--- src/rtl/fcd_pkg.sv ---
package fcd_pkg;
  localparam logic [23:0] ACCESS_KEY = 24'h00A5A5;

  typedef enum logic [1:0] {
    OFF_ACCESS = 2'd0,
    OFF_CONFIG = 2'd1,
    OFF_TRIG   = 2'd2,
    OFF_SPARE  = 2'd3
  } reg_off_e;
endpackage

--- src/rtl/fcd_regs.sv ---
module fcd_regs
  import fcd_pkg::*;
#(
  parameter int FIELD_W = 6,
  parameter int SEL_LSB = 16,
  parameter int SEL_W   = 2
) (
  input  logic               clk,
  input  logic               rst_n,
  input  logic               wr_en,
  input  logic [1:0]         addr,
  input  logic [31:0]        wdata,
  input  logic               trig_busy,
  output logic [31:0]        rdata,
  output logic               unlocked,
  output logic [FIELD_W-1:0] stage_div,
  output logic [SEL_W-1:0]   stage_sel,
  output logic               trig_req
);
  localparam logic [31:0] DIV_MASK = (32'd1 << FIELD_W) - 32'd1;
  localparam logic [31:0] SEL_MASK = ((32'd1 << SEL_W) - 32'd1) << SEL_LSB;
  localparam logic [31:0] CFG_MASK = DIV_MASK | SEL_MASK;

  logic        unlocked_q, unlocked_d;
  logic [31:0] cfg_q, cfg_d;
  logic        key_ok, acc_we, cfg_we;

  // next state
  always_comb begin
    key_ok     = (wdata[31:8] == ACCESS_KEY) && (wdata[7:1] == 7'd0);
    acc_we     = wr_en && (addr == OFF_ACCESS) && key_ok;
    cfg_we     = wr_en && (addr == OFF_CONFIG) && unlocked_q;
    trig_req   = wr_en && (addr == OFF_TRIG) && unlocked_q && wdata[0] && !trig_busy;
    unlocked_d = acc_we ? wdata[0] : unlocked_q;
    cfg_d      = cfg_we ? (wdata & CFG_MASK) : cfg_q;
  end

  // registers
  always_ff @(posedge clk or negedge rst_n) begin
    if (!rst_n) begin
      unlocked_q <= 1'b0;
      cfg_q      <= 32'd0;
    end else begin
      unlocked_q <= unlocked_d;
      cfg_q      <= cfg_d;
    end
  end

  // read mux
  always_comb begin
    case (addr)
      OFF_ACCESS: rdata = {31'd0, unlocked_q};
      OFF_CONFIG: rdata = cfg_q;
      OFF_TRIG:   rdata = {31'd0, trig_busy};
      default:    rdata = 32'd0;
    endcase
  end

  assign unlocked  = unlocked_q;
  assign stage_div = cfg_q[FIELD_W-1:0];
  assign stage_sel = cfg_q[SEL_LSB +: SEL_W];
endmodule

--- src/rtl/fcd_commit.sv ---
module fcd_commit #(
  parameter int FIELD_W    = 6,
  parameter int SEL_W      = 2,
  parameter int SETTLE_CYC = 4
) (
  input  logic               clk,
  input  logic               rst_n,
  input  logic               trig_req,
  input  logic               tick,
  input  logic [FIELD_W-1:0] stage_div,
  input  logic [SEL_W-1:0]   stage_sel,
  output logic               busy,
  output logic               apply,
  output logic [FIELD_W-1:0] act_div,
  output logic [SEL_W-1:0]   act_sel
);
  localparam int CNT_W = $clog2(SETTLE_CYC + 1) + 1;
  localparam logic [CNT_W-1:0] CNT_END = CNT_W'(SETTLE_CYC);

  logic               busy_q, busy_d;
  logic [CNT_W-1:0]   cnt_q, cnt_d;
  logic [FIELD_W-1:0] div_q, div_d;
  logic [SEL_W-1:0]   sel_q, sel_d;
  logic               settled;

  always_comb begin
    settled = (cnt_q == CNT_END);
    apply   = busy_q && settled && tick;
    busy_d  = busy_q;
    cnt_d   = cnt_q;
    div_d   = div_q;
    sel_d   = sel_q;
    if (trig_req) begin
      busy_d = 1'b1;
      cnt_d  = '0;
    end else if (apply) begin
      busy_d = 1'b0;
      div_d  = stage_div;
      sel_d  = stage_sel;
    end else if (busy_q && !settled) begin
      cnt_d = cnt_q + 1'b1;
    end
  end

  always_ff @(posedge clk or negedge rst_n) begin
    if (!rst_n) begin
      busy_q <= 1'b0;
      cnt_q  <= '0;
      div_q  <= '0;
      sel_q  <= '0;
    end else begin
      busy_q <= busy_d;
      cnt_q  <= cnt_d;
      div_q  <= div_d;
      sel_q  <= sel_d;
    end
  end

  assign busy    = busy_q;
  assign act_div = div_q;
  assign act_sel = sel_q;
endmodule

--- src/rtl/fcd_accum.sv ---
module fcd_accum #(
  parameter int FIELD_W = 6,
  parameter int FRAC_W  = 2
) (
  input  logic               clk,
  input  logic               rst_n,
  input  logic               gate_en,
  input  logic               restart,
  input  logic [FIELD_W-1:0] act_div,
  output logic               tick
);
  localparam int DIV_W = FIELD_W + 1;
  localparam int SUM_W = DIV_W + 1;
  localparam logic [DIV_W-1:0] STEP_D = DIV_W'(1) << FRAC_W;
  localparam logic [SUM_W-1:0] STEP_S = SUM_W'(1) << FRAC_W;

  logic [DIV_W-1:0] acc_q, acc_d;
  logic [DIV_W-1:0] scaled;
  logic [SUM_W-1:0] sum, wrapped;
  logic             hit;

  always_comb begin
    scaled  = {1'b0, act_div} + STEP_D;
    sum     = {1'b0, acc_q} + STEP_S;
    hit     = sum >= {1'b0, scaled};
    wrapped = sum - {1'b0, scaled};
    tick    = gate_en && hit;
    if (!gate_en)     acc_d = acc_q;
    else if (restart) acc_d = '0;
    else if (hit)     acc_d = wrapped[DIV_W-1:0];
    else              acc_d = sum[DIV_W-1:0];
  end

  always_ff @(posedge clk or negedge rst_n) begin
    if (!rst_n) acc_q <= '0;
    else        acc_q <= acc_d;
  end
endmodule

--- src/rtl/frac_clk_div.sv ---
module frac_clk_div #(
  parameter int FIELD_W    = 6,
  parameter int FRAC_W     = 2,
  parameter int SEL_LSB    = 16,
  parameter int SEL_W      = 2,
  parameter int SETTLE_CYC = 4
) (
  input  logic             clk,
  input  logic             rst_n,
  input  logic             gate_en,
  input  logic             wr_en,
  input  logic [1:0]       addr,
  input  logic [31:0]      wdata,
  output logic [31:0]      rdata,
  output logic             clk_en_o,
  output logic [SEL_W-1:0] src_sel_o
);
  logic [1:0]         rst_pipe;
  logic               rst_sync_n;
  logic               unlocked, trig_req, trig_busy, apply;
  logic [FIELD_W-1:0] stage_div, act_div;
  logic [SEL_W-1:0]   stage_sel, act_sel;

  always_ff @(posedge clk or negedge rst_n) begin
    if (!rst_n) rst_pipe <= 2'b00;
    else        rst_pipe <= {rst_pipe[0], 1'b1};
  end
  assign rst_sync_n = rst_pipe[1];

  fcd_regs #(.FIELD_W(FIELD_W), .SEL_LSB(SEL_LSB), .SEL_W(SEL_W)) u_regs (
    .clk(clk), .rst_n(rst_sync_n), .wr_en(wr_en), .addr(addr), .wdata(wdata),
    .trig_busy(trig_busy), .rdata(rdata), .unlocked(unlocked),
    .stage_div(stage_div), .stage_sel(stage_sel), .trig_req(trig_req)
  );

  fcd_commit #(.FIELD_W(FIELD_W), .SEL_W(SEL_W), .SETTLE_CYC(SETTLE_CYC)) u_commit (
    .clk(clk), .rst_n(rst_sync_n), .trig_req(trig_req), .tick(clk_en_o),
    .stage_div(stage_div), .stage_sel(stage_sel), .busy(trig_busy),
    .apply(apply), .act_div(act_div), .act_sel(act_sel)
  );

  fcd_accum #(.FIELD_W(FIELD_W), .FRAC_W(FRAC_W)) u_accum (
    .clk(clk), .rst_n(rst_sync_n), .gate_en(gate_en), .restart(apply),
    .act_div(act_div), .tick(clk_en_o)
  );

  assign src_sel_o = act_sel;
endmodule

--- config.mk ---
export PLATFORM = sky130hd
export DESIGN_NAME = frac_clk_div
export DESIGN_NICKNAME = d
export VERILOG_FILES = /design/src/rtl/fcd_pkg.sv /design/src/rtl/fcd_regs.sv /design/src/rtl/fcd_commit.sv /design/src/rtl/fcd_accum.sv /design/src/rtl/frac_clk_div.sv
export SDC_FILE = /design/constraint.sdc
export NUM_CORES = 1
export LEC_CHECK = 0
export BUFFER_PORTS_ARGS = -buffer_cell sky130_fd_sc_hd__buf_2
export CAP_MARGIN = 0
export CORE_MARGIN = 3
export CORE_UTILIZATION = 45
export DETAILED_ROUTE_END_ITERATION = 8
export PLACE_DENSITY = 0.82
export SLEW_MARGIN = 10
export SYNTH_ARGS = -nofsm -noshare
export SYNTH_HDL_FRONTEND = slang
export SYNTH_SLANG_ARGS = --single-unit
--- constraint.sdc ---
create_clock -name clk -period 2.7 [get_ports clk]
set_input_delay 0.135 -clock clk [delete_from_list [all_inputs] [get_ports clk]]
set_output_delay 0.135 -clock clk [all_outputs]
set_load 0.005 [all_outputs]
==> results of run 1 <==
-- what timing repair did --
action | CTS | global route
hold endpoints to repair | 2 | 0
cloned | 0 | 0
buffers inserted | 1 | 1
pin swaps | 1 | 1
setup endpoints to repair | 1 | 7
hold buffers | 1 | 0
-- state kept, by name, summed over array words and instances, names as in the netlist --
register and flops:
rst_pipe 2, u_accum.acc_q 7, u_commit.act_div 6, u_commit.act_sel 2
u_commit.busy 1, u_commit.cnt_q 4, u_regs.cfg_q 8, u_regs.unlocked 1
-- stage by stage --
stage          hold slack (ps)  power, uW  util (%)  instance area, um^2
2_1_floorplan             -161       1400         -                 2240
3_3_place_gp             -78.7       1590      52.9                 2370
3_5_place_dp             -77.5       1620      52.9                 2370
4_1_cts                   87.2       2010      55.2                 2470
5_1_grt                   95.9       2170      55.7                 2490
6_report                  90.8       2010      55.7                 2490
-- worst max-delay path: stages (launching register included) --
cell,delay (ps)
dfrtp_1,380
inv_1,60
ha_1,150
inv_1,60
fa_1,410
a211oi_2,350
o21a_1,250
o211ai_1,130
nand2_1,220
inv_1,50
buf_2,120
-- final cells by class --
type	count	area share, %
clock buffers	6	3.31
clock inverters	1	0.201
inverters	12	1.81
multi-input cells	175	48.9
flip-flops and latches	31	31.1
well taps	52	2.61
repair buffers	54	12.1
-- placed cells by master, fill, tap and decap left out, types with 2 or more instances in the layout --
cell,Yosys,final
buf_2,0,48
dfrtp_1,31,31
conb_1,2,25
mux2_2,17,17
o21ai_0,12,12
inv_1,12,12
nor2_1,12,12
nand2_1,12,12
ha_1,11,11
nand3_1,8,8
and2_1,7,7
a21oi_1,7,7
xor2_1,6,6
nor4_1,6,6
clkbuf_8,0,6
nand4_1,4,4
nand2b_1,4,4
buf_4,24,4
nand3b_1,3,3
a31oi_1,3,3
xnor2_1,2,2
mux2i_1,2,2
nor2b_1,2,2
o211ai_1,2,2
and4b_1,2,2
o31ai_1,2,2
o311ai_0,2,2
nor3b_1,2,2
nor4bb_1,2,2
nor4b_1,2,2
nor3_1,2,2
-- power groups by stage --
stage / logic [uW] / registers, uW / clock network (uW)
after detailed placement: 1040 / 575 / 0
after floorplan: 831 / 569 / 0
after global placement: 1020 / 572 / 0
final: 1070 / 569 / 366
after global routing: 1190 / 576 / 399
after CTS: 1070 / 567 / 378
-- final timing paths --
kind / startpoint / end
min in group asynchronous: rst_n / rst_pipe[1]
hold reg to reg: rst_pipe[1] / u_commit.act_div[1]
setup / recovery: u_accum.acc_q[0] / clk_en_o
setup reg to reg: u_accum.acc_q[0] / u_accum.acc_q[5]
hold / removal: wdata[16] / u_regs.cfg_q[16]
max in group asynchronous: rst_pipe[1] / u_accum.acc_q[5]
-- logic make-up after synthesis --
group                      Yosys count  share of synthesized area, %
AOI/OAI and AO/OA                   36                          11.2
adders and majority gates           12                          7.33
muxes                               19                          9.83
other                                2                         0.349
DFF                                 31                          36.0
buffers and inverters               39                          11.4
and+or+nand+nor                     75                          20.6
xor gates and xnor gates             8                          3.26
-- layer usage --
layer / wire length, um / vias up / GRT usage, %
met5: 0 / - / 0
met4: 71 / 0 / 5.83
met3: 330 / 7 / 4.54
met2: 2330 / 76 / 30.7
met1: 1880 / 803 / 20.7
li1: - / 859 / -
==> results.py, run 1 <==
metrics = {
    "floorplanning": {
        "std_cell_rows": 24,
        "initial_utilization_pct": 48.1,
        "ios": 73,
        "die_area_mm2": 0.00565,
        "coreArea_mm2": 0.00447,
        "die_h_um": 75.2,
        "die_w_um": 75.2,
    },
    "hold_path": {
        "min_path_type": "input port to flop",
        "whs_path_depth": 2,
    },
    "finish": {
        "multi_input_area_mm2": 0.00122,
        "fin_nets": 329,
        "diodes": 0,
        "register_area_um2": 776,
        "stdcell_count": 331,
        "drive_above_1_share_pct": 30.5,
        "syn2layout_area_growth_pct": 15.8,
        "nFillCells": 366,
    },
    "cts": {
        "clk_latency_ps": 290,
        "cts.clk_slew.worst_paths_ps": 60,
        "cts_tree": "done",
        "cts_root_buffer": "clkbuf_8",
        "clockBufferDepth": 2,
        "cts_buffers": 5,
        "ctsResizeCount": 0,
        "clkSinkCount": 31,
        "htreeDepth": 2,
    },
    "global_routing": {
        "grt_pass1_wl_mm": 7.31,
        "track_usage_pct": 17.4,
        "grt_start_max_net_pins": 30,
        "grt_pass1_vias": 1612,
        "antenna_found_initial": 0,
        "grt-ovfl-total": 0,
    },
    "power_and_ir_drop": {
        "vdd_ir_drop_max_uv": 376,
        "power_switching_uw": 806,
        "p_seq_share_pct": 28.4,
        "p_sw_share_pct": 40.2,
        "power_frac_comb_pct": 53.4,
        "p_leak_uw": 0.00123,
        "power_frac_clock_pct": 18.2,
        "p_int_uw": 1200,
        "power.density_mw_per_mm2": 806,
    },
    "yosys": {
        "synth_flop_cell": "dfrtp_1",
        "netlist-cell-type-count": 48,
        "yosys_warnings": 0,
        "avgSynthCellArea_um2": 9.69,
        "synth.largest_area_cell": "dfrtp_1",
        "syn_inst": 222,
        "synth_seq_area_share_pct": 36.0,
        "synthArstFlopShare_pct": 100,
        "synth_top_cell_area_share_pct": 36.0,
        "synth-edff-count": 0,
        "synth.area.top_cells": "dfrtp_1 36%, mux2_2 8.9%, buf_4 8.4%",
        "synth_common_cells": "31 x dfrtp_1, 24 x buf_4, 17 x mux2_2",
        "ys_seq_elements": 31,
        "yosysMostFrequentCell": "dfrtp_1",
        "syn_area_mm2": 0.00215,
    },
    "critical_path": {
        "path_class": "flop to primary output",
        "start_kind": "flop",
        "cp_max_fo": 5,
        "critPathRequiredTime_ps": 2570,
        "end_kind": "primary output",
        "r2r_cells": 10,
        "reg2reg_slack_ps": 190,
        "worstPathArrival_ps": 2480,
    },
    "routing": {
        "ant_nets": 0,
        "dr.pass1.iters": 4,
        "via_per_inst": 5.27,
        "drtIter0Drc": 55,
        "route.detailed.drc": 0,
        "via_count": 1745,
        "wl_per_cell_um": 13.9,
        "drt-total-wl_mm": 4.61,
    },
    "timing": {
        "finalHoldViolCount": 0,
        "max_freq_mhz": 383,
        "min_period_ps": 2610,
        "tightest_slew_ps": 522,
        "max_slew_margin_pct": 65.1,
        "setup_viol_count_final": 0,
        "skew_ps": 6.04,
        "setup_tns_ps": 0,
        "drv_slew": 0,
        "fin_crit_sh_pct": 96.7,
        "setup_slack_ps": 89.8,
    },
    "placed_design": {
        "io_buffers": 48,
        "dp_hpwl_mm": 3.50,
        "dp_slack_ps": 90.4,
        "placed_cells": 321,
        "gp_congestion": 0.887,
    },
    "run": {
        "cap_violations": 0,
    },
    "run_status": {
        "status": "finished, final reports clean",
    },
}
Power figures use the tool's default switching activity.
==> run 2, diff against run 1 <==
--- a/config.mk
+++ b/config.mk
@@ -10,7 +10,7 @@
 export CORE_MARGIN = 3
 export CORE_UTILIZATION = 45
 export DETAILED_ROUTE_END_ITERATION = 8
-export PLACE_DENSITY = 0.82
+export PLACE_DENSITY = 0.73
 export SLEW_MARGIN = 10
 export SYNTH_ARGS = -nofsm -noshare
 export SYNTH_HDL_FRONTEND = slang
==> constraint.sdc (replaced) <==
create_clock -name clk -period 2.7 [get_ports clk]
set_input_delay 0.675 -clock clk [delete_from_list [all_inputs] [get_ports clk]]
set_output_delay 0.675 -clock clk [all_outputs]
set_load 0.005 [all_outputs]
==> run 2 against run 1 <==
Effect of this change: the flow now finishes with violations (negative setup slack); fmax shrank 6.3%; critical path depth is 1 lower; sequential power shrank 1%; sequential share of layout area is 1.7 points lower; global-route usage increased by 0.73 points; critical path type unchanged; highest routed layer unchanged.
==> results.py, run 2 (synthesis gave the netlist of run 1 again) <==
metrics = {
    "global_routing": {
        "grt_pass1_vias": 1805,
        "grt_pass1_wl_mm": 7.80,
        "antenna_found_initial": 0,
        "grt-ovfl-total": 0,
        "grt_start_max_net_pins": 30,
        "track_usage_pct": 18.2,
    },
    "timing": {
        "max_freq_mhz": 359,
        "fin_crit_sh_pct": 103,
        "setup_viol_count_final": 1,
        "drv_slew": 0,
        "finalHoldViolCount": 0,
        "skew_ps": 7.40,
        "setup_slack_ps": -84.9,
        "tightest_slew_ps": 494,
        "rsz0062_at_grt": "true",
        "setup_tns_ps": -84.9,
        "max_slew_margin_pct": 66.9,
        "min_period_ps": 2780,
    },
    "finish": {
        "largest_register_ffs": 8,
        "utilization_pct": 58.8,
        "drive_above_1_share_pct": 35.5,
        "nFillCells": 382,
        "stdcell_count": 345,
        "syn2layout_area_growth_pct": 22.3,
        "most-common-layout-cells": "48 x buf_2, 31 x dfrtp_1, 25 x conb_1",
        "final_common_cell": "buf_2",
        "fin_nets": 342,
        "top_register": "u_regs.cfg_q",
        "diodes": 0,
    },
    "cts": {
        "cts_tree": "done",
        "cts.clk_slew.worst_paths_ps": 70,
        "cts_root_buffer": "clkbuf_8",
        "htreeDepth": 2,
        "clkSinkCount": 31,
        "clk_latency_ps": 280,
        "cts_buffers": 5,
        "clockBufferDepth": 2,
    },
    "routing": {
        "via_count": 1822,
        "route.detailed.drc": 0,
        "dr.pass1.iters": 4,
        "wl_per_cell_um": 14.1,
        "via_per_inst": 5.28,
        "drt-total-wl_mm": 4.86,
        "ant_nets": 0,
        "drtIter0Drc": 83,
    },
    "run_status": {
        "violations": "negative setup slack",
        "status": "finished, violations left",
    },
    "power_and_ir_drop": {
        "power.density_mw_per_mm2": 888,
        "p_leak_uw": 0.00130,
        "power_uw": 2340,
        "vdd_ir_drop_max_uv": 353,
    },
    "placed_design": {
        "dp_slack_ps": 26.1,
        "placed_cells": 325,
        "gp_congestion": 0.883,
        "dp_hpwl_mm": 3.67,
        "io_buffers": 48,
    },
    "critical_path": {
        "reg2reg_from": "u_commit.act_div[2]",
        "worst_path_largest_cell_delay_ps": 400,
        "critPathRequiredTime_ps": 2030,
        "path_class": "flop to primary output",
        "cp_max_fo": 4,
        "reg2reg_slack_ps": 150,
        "cp_common_cell": "nand2_1",
        "worstPathArrival_ps": 2110,
        "crit_slowest_cell": "dfrtp_1",
        "reg2reg_to": "u_commit.act_sel[1]",
        "r2r_cells": 11,
        "worstPathCellList": "and3_2, xor2_1, ha_1, a21o_2, nand2_1, o211ai_1, nand2_1, inv_1, buf_2",
        "end_kind": "primary output",
        "start_kind": "flop",
    },
    "floorplanning": {
        "coreArea_mm2": 0.00447,
        "die_h_um": 75.2,
        "std_cell_rows": 24,
        "die_w_um": 75.2,
        "die_area_mm2": 0.00565,
        "initial_utilization_pct": 48.1,
        "ios": 73,
    },
    "run": {
        "cap_violations": 0,
    },
    "hold_path": {
        "min_path_type": "input port to async pin",
    },
}
run 2: cell types whose count changed in the layout (fill, tap and decap cells not counted), sizes merged:
cell / delta
clkinvlp: +1
buf: +14
clkinv: -1
dlygate4sd3: -1
clkbuf: +1
run 2: worst max path at each step:
| stage | startpoint | to | slack (ps) | cells past startpoint |
|---|---|---|---|---|
| detailed placement | u_accum.acc_q[0] | clk_en_o | 30 | 10 |
| floorplan | u_accum.acc_q[2] | clk_en_o | 110 | 8 |
| CTS | u_accum.acc_q[0] | clk_en_o | -90 | 10 |
| global placement | u_accum.acc_q[0] | clk_en_o | 100 | 10 |
| global route | u_accum.acc_q[2] | clk_en_o | -230 | 10 |
| finish | u_accum.acc_q[2] | clk_en_o | -80 | 9 |
run 2: stage by stage:
step | hold slack (ps) | instance area, um^2
after floorplan | 331 | 2240
after global placement | 263 | 2400
after detailed placement | 288 | 2400
after CTS | 160 | 2600
after global routing | 152 | 2630
final | 162 | 2630
run 2: where the power goes:
part / switching [uW] / internal (uW)
Combinational: 674 / 698
Sequential: 44.8 / 516
Clock: 175 / 232
Total: 893 / 1450
run 2: repair_timing:
| action | 4_1_cts | 5_1_grt |
|---|---|---|
| resized for setup | 4 | 2 |
| setup endpoints to repair | 1 | 8 |
| pin swaps | 6 | 1 |
| hold buffers | 0 | 0 |
| buffers inserted | 11 | 1 |
run 2: per-layer routing:
layer	up-vias	share of wire, %	GRT usage (%)
met3	12	4.9	3.60
met5	-	0	0
li1	883	-	-
met4	0	2.4	7.96
met1	860	41	20.5
met2	67	52	33.0
run 2: area by class of cell:
type                       instances  area [um^2]  share of cell area, %
multi-input combinational        175         1250                   47.4
sequential                        31          776                   29.5
timing repair buffer              67          395                   15.0
clock buffer                       7         96.3                   3.66
tap                               52         65.1                   2.47
inverter                          12         45.0                   1.71
clock inverter                     1         7.51                  0.285
run 2: critical path, delay by kind of cell, from the launching register on:
kind / cells / cell delay, ps
compound gates: 2 / 330
xor+xnor: 1 / 150
fa+ha+maj: 1 / 340
buf+inv: 2 / 160
flops: 1 / 400
simple gates: 3 / 450
